==> config.mk <==
export PLATFORM = sky130hd
export DESIGN_NAME = bitpipe_mult
export DESIGN_NICKNAME = d
export VERILOG_FILES = /design/src/rtl/bpm_pkg.sv /design/src/rtl/bpm_cell.sv /design/src/rtl/bpm_delay.sv /design/src/rtl/bpm_csa_array.sv /design/src/rtl/bpm_merge_add.sv /design/src/rtl/bitpipe_mult.sv
export SDC_FILE = /design/constraint.sdc
export NUM_CORES = 1
export LEC_CHECK = 0
export ABC_CLOCK_PERIOD_IN_PS = 1300
export BUFFER_PORTS_ARGS = -buffer_cell sky130_fd_sc_hd__buf_2
export CORE_ASPECT_RATIO = 1.75
export CORE_MARGIN = 4
export CORE_UTILIZATION = 61
export CTS_BUF_LIST = sky130_fd_sc_hd__clkbuf_2 sky130_fd_sc_hd__clkbuf_4 sky130_fd_sc_hd__clkbuf_8
export CTS_CLUSTER_DIAMETER = 50
export DETAILED_ROUTE_END_ITERATION = 8
export MAX_ROUTING_LAYER = met4
export PLACE_DENSITY = 0.82
export SLEW_MARGIN = 25
export SYNTH_ARGS = -nofsm -noshare
export SYNTH_HDL_FRONTEND = slang
export SYNTH_HIERARCHICAL = 1
export SYNTH_SLANG_ARGS = --single-unit
==> constraint.sdc <==
create_clock -name clk -period 1.3 [get_ports clk]
set_input_delay 0.065 -clock clk [delete_from_list [all_inputs] [get_ports clk]]
set_output_delay 0.065 -clock clk [all_outputs]
set_load 0.01 [all_outputs]
==> src/rtl/bpm_pkg.sv <==
package bpm_pkg;

   // Integer ceiling division used for stage counts.
   function automatic int ceil_div(input int num, input int den);
      return (num + den - 1) / den;
   endfunction

   // Row stages of the carry-save array plus stages of the merge adder.
   function automatic int pipe_latency(input int a_w, input int b_w, input int gran);
      return ceil_div(b_w, gran) + ceil_div(a_w, gran);
   endfunction

endpackage

==> src/rtl/bpm_cell.sv <==
// Elemental cell: AND of two operand bits feeding a full adder.
module bpm_cell (
   input  logic op_x,
   input  logic op_y,
   input  logic s_in,
   input  logic c_in,
   output logic s_out,
   output logic c_out
);
   logic pp;

   assign pp    = op_x & op_y;
   assign s_out = pp ^ s_in ^ c_in;
   assign c_out = (pp & s_in) | (pp & c_in) | (s_in & c_in);
endmodule

==> src/rtl/bpm_delay.sv <==
// Plain register chain used for operand skew and result deskew.
module bpm_delay #(
   parameter int W     = 1,
   parameter int DEPTH = 1
) (
   input  logic         clk,
   input  logic [W-1:0] din,
   output logic [W-1:0] dout
);
   if (DEPTH < 1) begin : g_bad_depth
      $error("bpm_delay: DEPTH must be at least 1");
   end

   logic [DEPTH-1:0][W-1:0] sr;

   always_ff @(posedge clk) begin
      sr[0] <= din;
      for (int i = 1; i < DEPTH; i++) begin
         sr[i] <= sr[i-1];
      end
   end

   assign dout = sr[DEPTH-1];
endmodule

==> src/rtl/bpm_csa_array.sv <==
// Carry-save partial product rows, one cell deep each, with a register
// line after every GRAN rows and after the last row.
module bpm_csa_array
   import bpm_pkg::*;
#(
   parameter int A_W  = 8,
   parameter int B_W  = 8,
   parameter int GRAN = 1
) (
   input  logic           clk,
   input  logic [A_W-1:0] a_in,
   input  logic [B_W-1:0] b_in,
   output logic [A_W-1:1] sum_o,
   output logic [A_W-1:0] car_o,
   output logic [B_W-1:0] low_o
);
   localparam int NSTG = ceil_div(B_W, GRAN);

   // Multiplicand handed from stage to stage (local communication only).
   for (genvar k = 0; k < NSTG; k++) begin : g_astg
      logic [A_W-1:0] a_q;
      if (k == 0) begin : g_src
         assign a_q = a_in;
      end else begin : g_hop
         bpm_delay #(.W(A_W), .DEPTH(1)) u_hop (
            .clk  (clk),
            .din  (g_astg[k-1].a_q),
            .dout (a_q)
         );
      end
   end

   // Per-bit skew of the multiplier: bit r waits for the stage of row r.
   logic [B_W-1:0] b_sk;
   for (genvar r = 0; r < B_W; r++) begin : g_bskew
      localparam int D = r / GRAN;
      if (D == 0) begin : g_thru
         assign b_sk[r] = b_in[r];
      end else begin : g_dly
         bpm_delay #(.W(1), .DEPTH(D)) u_skew (
            .clk  (clk),
            .din  (b_in[r]),
            .dout (b_sk[r])
         );
      end
   end

   for (genvar r = 0; r < B_W; r++) begin : g_row
      localparam bit RLINE = ((r % GRAN) == GRAN - 1) || (r == B_W - 1);
      localparam int STG   = r / GRAN;

      logic [A_W-1:1] s_i;
      logic [A_W-1:0] c_i;
      logic [B_W-1:0] l_i;
      logic [A_W-1:0] s_sh, ns, nc;
      logic [B_W-1:0] nl;
      logic [A_W-1:1] s_o;
      logic [A_W-1:0] c_o;
      logic [B_W-1:0] l_o;

      if (r == 0) begin : g_first
         assign s_i = '0;
         assign c_i = '0;
         assign l_i = '0;
      end else begin : g_next
         assign s_i = g_row[r-1].s_o;
         assign c_i = g_row[r-1].c_o;
         assign l_i = g_row[r-1].l_o;
      end

      // Previous sums move one weight down relative to this row.
      assign s_sh = {1'b0, s_i};

      for (genvar j = 0; j < A_W; j++) begin : g_cell
         bpm_cell u_cell (
            .op_x  (g_astg[STG].a_q[j]),
            .op_y  (b_sk[r]),
            .s_in  (s_sh[j]),
            .c_in  (c_i[j]),
            .s_out (ns[j]),
            .c_out (nc[j])
         );
      end

      // Bit 0 of this row's sum is product bit r and is finished here.
      assign nl = l_i | (B_W'(ns[0]) << r);

      if (RLINE) begin : g_reg
         always_ff @(posedge clk) begin
            s_o <= ns[A_W-1:1];
            c_o <= nc;
            l_o <= nl;
         end
      end else begin : g_wire
         assign s_o = ns[A_W-1:1];
         assign c_o = nc;
         assign l_o = nl;
      end
   end

   assign sum_o = g_row[B_W-1].s_o;
   assign car_o = g_row[B_W-1].c_o;
   assign low_o = g_row[B_W-1].l_o;
endmodule

==> src/rtl/bpm_merge_add.sv <==
// Ripple-carry merge of the final sum and carry vectors, GRAN bits per
// stage, with input skew and output deskew so all bits leave together.
module bpm_merge_add
   import bpm_pkg::*;
#(
   parameter int W    = 8,
   parameter int SB_W = 8,
   parameter int GRAN = 1
) (
   input  logic            clk,
   input  logic [W-1:0]    x_in,
   input  logic [W-1:0]    y_in,
   input  logic [SB_W-1:0] sb_in,
   output logic [W-1:0]    sum_o,
   output logic [SB_W-1:0] sb_o,
   output logic            cout_o
);
   localparam int NSTG = ceil_div(W, GRAN);

   for (genvar k = 0; k < W; k++) begin : g_bit
      localparam int  STG  = k / GRAN;
      localparam bit  ENDS = (k % GRAN) == GRAN - 1;

      logic xs, ys, ci, s, co;

      if (STG == 0) begin : g_noskew
         assign xs = x_in[k];
         assign ys = y_in[k];
      end else begin : g_skew
         bpm_delay #(.W(2), .DEPTH(STG)) u_skew (
            .clk  (clk),
            .din  ({x_in[k], y_in[k]}),
            .dout ({xs, ys})
         );
      end

      if (k == 0) begin : g_cin0
         assign ci = 1'b0;
      end else begin : g_cin
         assign ci = g_bit[k-1].g_cf.cfw;
      end

      bpm_cell u_cell (
         .op_x  (xs),
         .op_y  (1'b1),
         .s_in  (ys),
         .c_in  (ci),
         .s_out (s),
         .c_out (co)
      );

      if (k == W - 1) begin : g_top
         assign cout_o = co;
      end else if (ENDS) begin : g_cf
         logic cfw;
         always_ff @(posedge clk) cfw <= co;
      end else begin : g_cf
         logic cfw;
         assign cfw = co;
      end

      bpm_delay #(.W(1), .DEPTH(NSTG - STG)) u_deskew (
         .clk  (clk),
         .din  (s),
         .dout (sum_o[k])
      );
   end

   bpm_delay #(.W(SB_W), .DEPTH(NSTG)) u_sb (
      .clk  (clk),
      .din  (sb_in),
      .dout (sb_o)
   );
endmodule

==> src/rtl/bitpipe_mult.sv <==
module bitpipe_mult
   import bpm_pkg::*;
#(
   parameter int A_W  = 8,
   parameter int B_W  = 8,
   parameter int GRAN = 1
) (
   input  logic               clk,
   input  logic               rst_n,
   input  logic               in_valid,
   input  logic [A_W-1:0]     op_a,
   input  logic [B_W-1:0]     op_b,
   output logic               out_valid,
   output logic [A_W+B_W-1:0] product
);
   localparam int P_W = A_W + B_W;
   localparam int LAT = pipe_latency(A_W, B_W, GRAN);

   if (A_W < 2 || B_W < 2) begin : g_bad_width
      $error("bitpipe_mult: operand widths must be at least 2");
   end
   if (GRAN < 1 || GRAN > ((A_W > B_W) ? A_W : B_W)) begin : g_bad_gran
      $error("bitpipe_mult: GRAN out of range");
   end

   logic [A_W-1:1] csa_sum;
   logic [A_W-1:0] csa_car;
   logic [B_W-1:0] csa_low;
   logic [A_W-1:0] hi_bits;
   logic [B_W-1:0] low_bits;
   logic           mrg_cout;

   bpm_csa_array #(.A_W(A_W), .B_W(B_W), .GRAN(GRAN)) u_rows (
      .clk   (clk),
      .a_in  (op_a),
      .b_in  (op_b),
      .sum_o (csa_sum),
      .car_o (csa_car),
      .low_o (csa_low)
   );

   bpm_merge_add #(.W(A_W), .SB_W(B_W), .GRAN(GRAN)) u_merge (
      .clk    (clk),
      .x_in   ({1'b0, csa_sum}),
      .y_in   (csa_car),
      .sb_in  (csa_low),
      .sum_o  (hi_bits),
      .sb_o   (low_bits),
      .cout_o (mrg_cout)
   );

   assign product = {hi_bits, low_bits};

   // Valid flag follows the data through a chain of equal length.
   logic [LAT-1:0] vld_sh;

   always_ff @(posedge clk) begin
      if (!rst_n) begin
         vld_sh <= '0;
      end else begin
         vld_sh <= {vld_sh[LAT-2:0], in_valid};
      end
   end

   assign out_valid = vld_sh[LAT-1];
endmodule

Word-level counts from Yosys, hierarchy flattened --
Cells that the tools add are included.
Word-level totals: register bits after elaboration 420, input port bits 19, output and inout port bits 17, word-level logic and storage cells 566
Operators by class: bitwise gates (word level) 428
Operators by type and width (count):
- 1-bit AND | 217
- 1-bit bitwise XOR | 106
- 1-bit bitwise OR | 96
- 8-bit by 3-bit bitwise OR with 8-bit output | 1
- 8-bit by 4-bit bitwise OR with 8-bit output | 1
- 8-bit by 5-bit bitwise OR with 8-bit output | 1
- 8-bit by 6-bit bitwise OR with 8-bit output | 1
- 8-bit by 7-bit bitwise OR with 8-bit output | 1
- 8-bit bitwise OR | 1
- 1-bit by 2-bit bitwise OR with 2-bit output | 1
- 1-bit AND (second input constant) | 1
- 1-bit bitwise XOR (second input constant) | 1

Logic depth before layout (Yosys ltp) --
Gate-level depths: netlist (run 1).
word-level depth 4, depth in mapped cells 4

Modules after synthesis --
The synthesis (run 1) kept the hierarchy.
Modules (own cells, without submodules):
- bpm_csa_array | instances 1, cells an instance 157, area each 3126.7 um^2, seq. area each 3123.0 um^2
- bpm_cell | instances 72, cells an instance 6, area each 38.8 um^2, seq. area each 0.0 um^2
- bpm_delay at u_merge.u_sb | instances 1, cells an instance 72, area each 1341.3 um^2, seq. area each 1281.2 um^2
- bpm_delay at u_merge.g_bit[0].u_deskew ... | instances 8, cells an instance 8, area each 160.2 um^2, seq. area each 160.2 um^2
- bitpipe_mult | instances 1, cells an instance 34, area each 450.4 um^2, seq. area each 320.3 um^2
- bpm_delay at u_merge.g_bit[7].g_skew.u_skew | instances 1, cells an instance 16, area each 295.3 um^2, seq. area each 280.3 um^2
- bpm_delay at u_merge.g_bit[1].u_deskew ... | instances 2, cells an instance 7, area each 140.1 um^2, seq. area each 140.1 um^2
- bpm_delay at u_merge.g_bit[6].g_skew.u_skew | instances 1, cells an instance 14, area each 255.2 um^2, seq. area each 240.2 um^2
- bpm_delay at u_merge.g_bit[2].u_deskew ... | instances 2, cells an instance 6, area each 120.1 um^2, seq. area each 120.1 um^2
- bpm_delay at u_merge.g_bit[5].g_skew.u_skew | instances 1, cells an instance 12, area each 215.2 um^2, seq. area each 200.2 um^2
- bpm_delay at u_merge.g_bit[3].u_deskew ... | instances 2, cells an instance 5, area each 100.1 um^2, seq. area each 100.1 um^2
- bpm_delay at u_merge.g_bit[4].g_skew.u_skew | instances 1, cells an instance 10, area each 175.2 um^2, seq. area each 160.2 um^2
- bpm_delay at u_merge.g_bit[4].u_deskew ... | instances 2, cells an instance 4, area each 80.1 um^2, seq. area each 80.1 um^2
- bpm_merge_add | instances 1, cells an instance 9, area each 147.6 um^2, seq. area each 140.1 um^2
- +5 rows

Least setup slack after synthesis (run 1) --
No wires, ideal clock.
kind register to register, start register u_rows.g_bskew[1].g_dly.u_skew.sr, end register u_rows.g_row[1].l_o[1], arrival time 984 ps, data required time 1190 ps, slack 206 ps, cell stages (with the launch flop) 4, cells stage by stage dfxtp_1 nand2_1 fa_1 inv_1
On the way: word-level cells in the longest chain between the ends 3
RTL lines:
- start, declared | line bpm_delay.sv:14 | logic [DEPTH-1:0][W-1:0] sr;
- start signal, assigned by index | line bpm_delay.sv:19 | sr[i] <= sr[i-1];
- 1-bit AND | line bpm_cell.sv:12 | assign pp = op_x & op_y;
- 1-bit bitwise XOR | line bpm_cell.sv:13 | assign s_out = pp ^ s_in ^ c_in;
- 1-bit by 2-bit bitwise OR with 2-bit output | line bpm_csa_array.sv:86 | assign nl = l_i | (B_W'(ns[0]) << r);
- named net u_rows.g_row[1].nl[1] | line bpm_csa_array.sv:56 | logic [B_W-1:0] nl;
- end signal, assigned | line bpm_csa_array.sv:92 | l_o <= nl;
- end, declared | line bpm_csa_array.sv:59 | logic [B_W-1:0] l_o;
The timed path passes the listed nets, and every way through them passes these cells. A chain may end at the register's enable or synchronous reset.

Final worst setup path (run 1) --
start register u_rows.g_bskew[5].g_dly.u_skew.sr, in the netlist u_rows/g_bskew[5].g_dly.u_skew/dout, end register u_rows/g_row[5].s_o[1] (netlist bit)
On the way: word-level cells in the longest chain between the ends 3
RTL lines:
- start, declared | line bpm_delay.sv:14
- start signal, assigned by index | line bpm_delay.sv:19
- 1-bit AND | line bpm_cell.sv:12
- 1-bit bitwise XOR (2 in series) | line bpm_cell.sv:13
- named net u_rows.g_row[5].ns[1] | line bpm_csa_array.sv:55 | logic [A_W-1:0] s_sh, ns, nc;
- end signal, assigned | line bpm_csa_array.sv:90 | s_o <= ns[A_W-1:1];
- end, declared | line bpm_csa_array.sv:57 | logic [A_W-1:1] s_o;
The timed path passes the listed nets, and every way through them passes these cells.

==> flow_summary.yaml, run 1 <==
setup_path:
  cp_max_fo: 8
  arrival_ns: 1.65
  path_buf_inv: 2
  crit_family: "adder cells"
  r2r_start: "u_rows/g_bskew[5].g_dly.u_skew/dout"
  crit_chain: "buf_12 > nand2_1 > fa_1 > inv_1"
  cp-start-kind: "register"
  startpoint: "u_rows/g_bskew[5].g_dly.u_skew/dout"
  cpPeakStageDelay_ns: 0.49
  worstSetupPathType: "reg -> reg"
  end_kind: "register"
  crit_required_ns: 1.74
  slowest_stage: "fa_1"
power:
  p_int_mw: 23.2
  p_sw_mw: 7.06
  seq_power_share_pct: 58.5
  power_mw: 30.2
  p_per_area_nw_per_um2: 2280
  sw_frac_of_total_pct: 23.4
  combPwrFrac_pct: 11.0
  clock_power_share_pct: 30.5
  ir_worst_vdd_v: 0.00127
  power.leakage_nw: 6.56
timing:
  setup_viol: 0
  slew_violations: 0
  period_minus_slack_ns: 1.21
  fin_setup_tns_ns: 0
  finClkSkew_ns: 0.0112
  grt_setup_unrepaired: "no"
  timing.final.crit_share_pct: 93.0
  finalHoldViolations: 0
  timing.fmax_mhz: 827
  hold_slack_ns: 0.151
min_path:
  hold_path_class: "in -> reg"
  hp-start: "op_b[2]"
floorplanning:
  die_w_um: 112
  num_io_pins: 36
  fp.dieH_um: 189
  dieArea_um2: 21100
  start_util_pct: 61.7
  coreArea_um2: 18600
  rows: 66
clocking:
  cts_buffer_depth: 3
  tritoncts: "built"
  postCtsSetupBuffers: 0
  clk_latency_ns: 0.54
  cts_root_buf: "clkbuf_8"
  numCtsBuffers: 52
  htree_levels: 2
  clk_pin_slew_worst_paths_ns: 0.07
  cts.sinks: 419
final_layout:
  drive_above_1_share_pct: 13.7
  final_cells: 1286
  nNetsFinal: 1103
  antennaDiodeCount: 0
  syn2layout_area_growth_pct: 15.7
drt:
  ant_nets: 0
  firstDrtPassIters: 4
  avgViaCountPerCell: 4.01
  detail_route.wl_per_cell_um: 9.93
  drcViolationCount: 0
  wl_um: 12800
  num_vias: 5157
  drt-initial-drc-count: 113
synthesis:
  netlist_instances: 891
  syn_area_per_cell_um2: 12.9
  netlist_area_um2: 11500
  ys_warn_count: 6
global_routing:
  met2_usage_pct: 27.8
  antenna_found_initial: 0
  grt_pass1_vias: 5739
  grt_pass1_wl_um: 23400
  busiest_layer: "met2"
  grt_overflow_total: 0
  grt_use_total_pct: 13.9
  met3_usage_pct: 2.91
  gr-usage-met1_pct: 11.9
  grt_max_degree: 17
place:
  dp.cells: 1177
  port_buffers: 35
  place_congestion: 0.708
  detailed_place_hpwl_um: 7850
run:
  cap_violations: 0
run_status:
  status: "finished clean"
## cell usage in the layout (no fill, tap or decap)
cell / instances
dlygate4sd3_1: 19
dfxtp_1: 417
inv_1: 287
inv_8: 1
clkinv_2: 6
buf_12: 5
inv_6: 1
dfxtp_2: 2
clkbuf_4: 14
conb_1: 33
clkbuf_8: 67
fa_1: 72
and2_1: 4
and2_2: 12
clkinvlp_4: 1
buf_2: 35
nand2_1: 72
## final cells by class
| class | instances | area, µm² |
|---|---|---|
| timing repair buffer | 59 | 465 |
| tap | 238 | 298 |
| sequential | 419 | 8390 |
| clock buffer | 81 | 1030 |
| clock inverter | 9 | 57.6 |
| fill | 1206 | 5310 |
| multi-input combinational | 193 | 1950 |
| inverter | 287 | 1080 |
## what timing repair did
item,in CTS,in global routing
endpoints found under the setup margin,0,9
resized for setup,0,2
endpoints found under the hold margin,39,0
hold buffers,19,0
## flip-flops by register name (all words and copies together) (netlist names)
signal and count:
u_rows/g_bskew.g_dly.u_skew/sr 21, u_merge/g_bit.g_cf.cfw 7, u_merge/u_sb/dout 8, u_rows/sum_o 7
u_merge/g_bit.u_deskew/sr 28, u_rows/g_astg.g_hop.u_hop/dout 56, u_rows/car_o 8, u_rows/low_o 8
u_merge/g_bit.u_deskew/dout 8, u_rows/g_row.s_o 49, u_rows/g_bskew.g_dly.u_skew/dout 7, u_merge/g_bit.g_skew.u_skew/dout 14
u_merge/u_sb/sr 56, u_rows/g_row.l_o 28, u_merge/g_bit.g_skew.u_skew/sr 42, vld_sh 16
u_rows/g_row.c_o 56
## power groups by stage
stage	logic, mW	registers (mW)	clock network [mW]
floorplan	2.60	17.7	0
global placement	2.90	17.8	0
CTS	3.44	17.8	9.52
global route	4.08	18.1	10.1
finish	3.32	17.7	9.21
detailed placement	3.25	18.0	0
## metal layers
layer / wire length [µm] / part of all wire [%]
met1: 4140 / 32
met2: 7770 / 61
met3: 484 / 3.8
met4: 371 / 2.9
met5: 0 / 0
## metrics by stage
stage                     utilization [%]  setup WS (ns)  cell area, µm²
after detailed placement             64.5         0.0133           12000
after global routing                 71.4         0.0232           13300
final                                71.4         0.0907           13300
after floorplan                         -          0.206           11600
after CTS                            71.4        0.00772           13300
after global placement               64.5         0.0671           12000
## worst paths after layout
check	endpoint	slack (ns)	depth (start not counted)
worst max-delay path	u_rows/g_row[5].s_o[1]	0.09	4
worst max register to register	u_rows/g_row[5].s_o[1]	0.09	4
worst min-delay path	u_rows/g_bskew[2].g_dly.u_skew/sr[0]	0.15	2
worst min register to register	u_merge/g_bit[4].g_skew.u_skew/dout[0]	0.32	0
No activity file was read; power rests on OpenSTA's default activity.
==> inputs of run 2 (changes only) <==
--- a/config.mk
+++ b/config.mk
@@ -13,8 +13,8 @@
 export CTS_BUF_LIST = sky130_fd_sc_hd__clkbuf_2 sky130_fd_sc_hd__clkbuf_4 sky130_fd_sc_hd__clkbuf_8
 export CTS_CLUSTER_DIAMETER = 50
 export DETAILED_ROUTE_END_ITERATION = 8
-export MAX_ROUTING_LAYER = met4
 export PLACE_DENSITY = 0.82
+export SKIP_CTS_REPAIR_TIMING = 1
 export SLEW_MARGIN = 25
 export SYNTH_ARGS = -nofsm -noshare
 export SYNTH_HDL_FRONTEND = slang
==> run 2 against run 1 <==
Compared with the run above:
- clock skew is 0.0015 ns higher
- flip-flop and latch count stayed put
- cell area stayed put
- sequential power hardly changed
- die area stayed put
- global-route usage is 0.82 points lower
- clock-buffer cell count stayed put
- worst setup slack better by 0.0014 ns
- core utilization stayed put
- critical endpoint is now u_rows/sum_o[2]
- critical path type unchanged
- register-to-register slack hardly changed
==> flow_summary.yaml, run 2 (same netlist as run 1, synthesis figures left out) <==
clocking:
  numCtsBuffers: 52
  tritoncts: "built"
  htree_levels: 2
  cts_root_buf: "clkbuf_8"
  clk_pin_slew_worst_paths_ns: 0.07
  clk_latency_ns: 0.55
  cts_buffer_depth: 3
  cts.sinks: 419
final_layout:
  antennaDiodeCount: 0
  layout_common_cells: "dfxtp_1, inv_1, nand2_1, fa_1, clkbuf_8"
  seq_area_um2: 8390
  drive_above_1_share_pct: 13.7
  post-route-util_pct: 71.4
  syn2layout_area_growth_pct: 15.7
  final_common_cell: "dfxtp_1"
  multiInputGateArea_um2: 1950
  fillerInstances: 1203
  nNetsFinal: 1103
drt:
  drcViolationCount: 0
  firstDrtPassIters: 4
  ant_nets: 0
  avgViaCountPerCell: 4.01
  wl_um: 12700
  drt-initial-drc-count: 111
  num_vias: 5160
  detail_route.wl_per_cell_um: 9.91
power:
  p_per_area_nw_per_um2: 2280
  ir_worst_vdd_v: 0.00127
  power.leakage_nw: 6.56
floorplanning:
  dieArea_um2: 21100
  rows: 66
  num_io_pins: 36
  start_util_pct: 61.7
  fp.dieH_um: 189
  die_w_um: 112
  coreArea_um2: 18600
place:
  place_congestion: 0.700
  port_buffers: 35
  detailed_place_hpwl_um: 7850
run:
  cap_violations: 0
setup_path:
  end_kind: "register"
  cp-start-kind: "register"
  arrival_ns: 1.64
  worstSetupPathType: "reg -> reg"
  crit_required_ns: 1.73
  cp_max_fo: 8
timing:
  slew_violations: 0
  period_minus_slack_ns: 1.21
  fin_setup_tns_ns: 0
  finalHoldViolations: 0
  timing.fmax_mhz: 828
  timing.final.crit_share_pct: 92.9
  grt_setup_unrepaired: "no"
  finClkSkew_ns: 0.0128
  setup_viol: 0
global_routing:
  grt_pass1_vias: 5650
  grt_use_total_pct: 13.1
  grt_max_degree: 17
  grt_overflow_total: 0
  grt_pass1_wl_um: 22700
  antenna_found_initial: 0
run_status:
  status: "finished clean"
min_path:
  hold_path_class: "in -> reg"
## run 2: final timing paths
kind	startpoint	depth (start not counted)	slack, ns	endpoint
max	u_rows/g_bskew[7].g_dly.u_skew/dout	4	0.09	u_rows/sum_o[2]
min	op_b[2]	2	0.15	u_rows/g_bskew[2].g_dly.u_skew/sr[0]
max reg2reg	u_rows/g_bskew[7].g_dly.u_skew/dout	4	0.09	u_rows/sum_o[2]
min reg2reg	u_rows/g_bskew[5].g_dly.u_skew/sr[2]	0	0.32	u_rows/g_bskew[5].g_dly.u_skew/sr[3]
## run 2: layer usage
metal | GRT usage, % | vias to the layer above | share of wire, %
met5 | 0 | - | 0
met4 | 5.90 | 0 | 2.8
met3 | 2.91 | 31 | 3.6
met2 | 26.9 | 83 | 61
met1 | 11.4 | 2440 | 33
li1 | - | 2606 | -
## run 2: final cells by class
type,instances,area share [%]
inverters,287,8.12
flip-flops and latches,419,63.2
well taps,238,2.24
repair buffers,59,3.51
multi-input cells,193,14.7
clock inverters,9,0.434
clock buffers,81,7.74
## run 2: worst max-delay path, cell delays in order (launching register included)
cell	delay (ns)
dfxtp_1	0.35
buf_12	0.13
nand2_1	0.06
fa_1	0.50
inv_1	0.05
## run 2: power breakdown
group | total [mW] | switching, mW | internal, mW
sequential | 17.7 | 0.890 | 16.8
combinational | 3.32 | 1.99 | 1.33
clock | 9.21 | 4.18 | 5.03
## run 2: metrics by stage
step	worst slack [ns]	instance area (µm²)	hold slack [ns]	total power, mW	std cells
2_1_floorplan	0.206	11600	0.0927	20.3	920
3_3_place_gp	0.0671	12000	0.167	20.7	1177
3_5_place_dp	0.0133	12000	0.169	21.3	1177
4_1_cts	0.00772	13100	-0.419	30.7	1267
5_1_grt	0.0221	13300	0.117	32.3	1286
6_report	0.0920	13300	0.151	30.2	1286
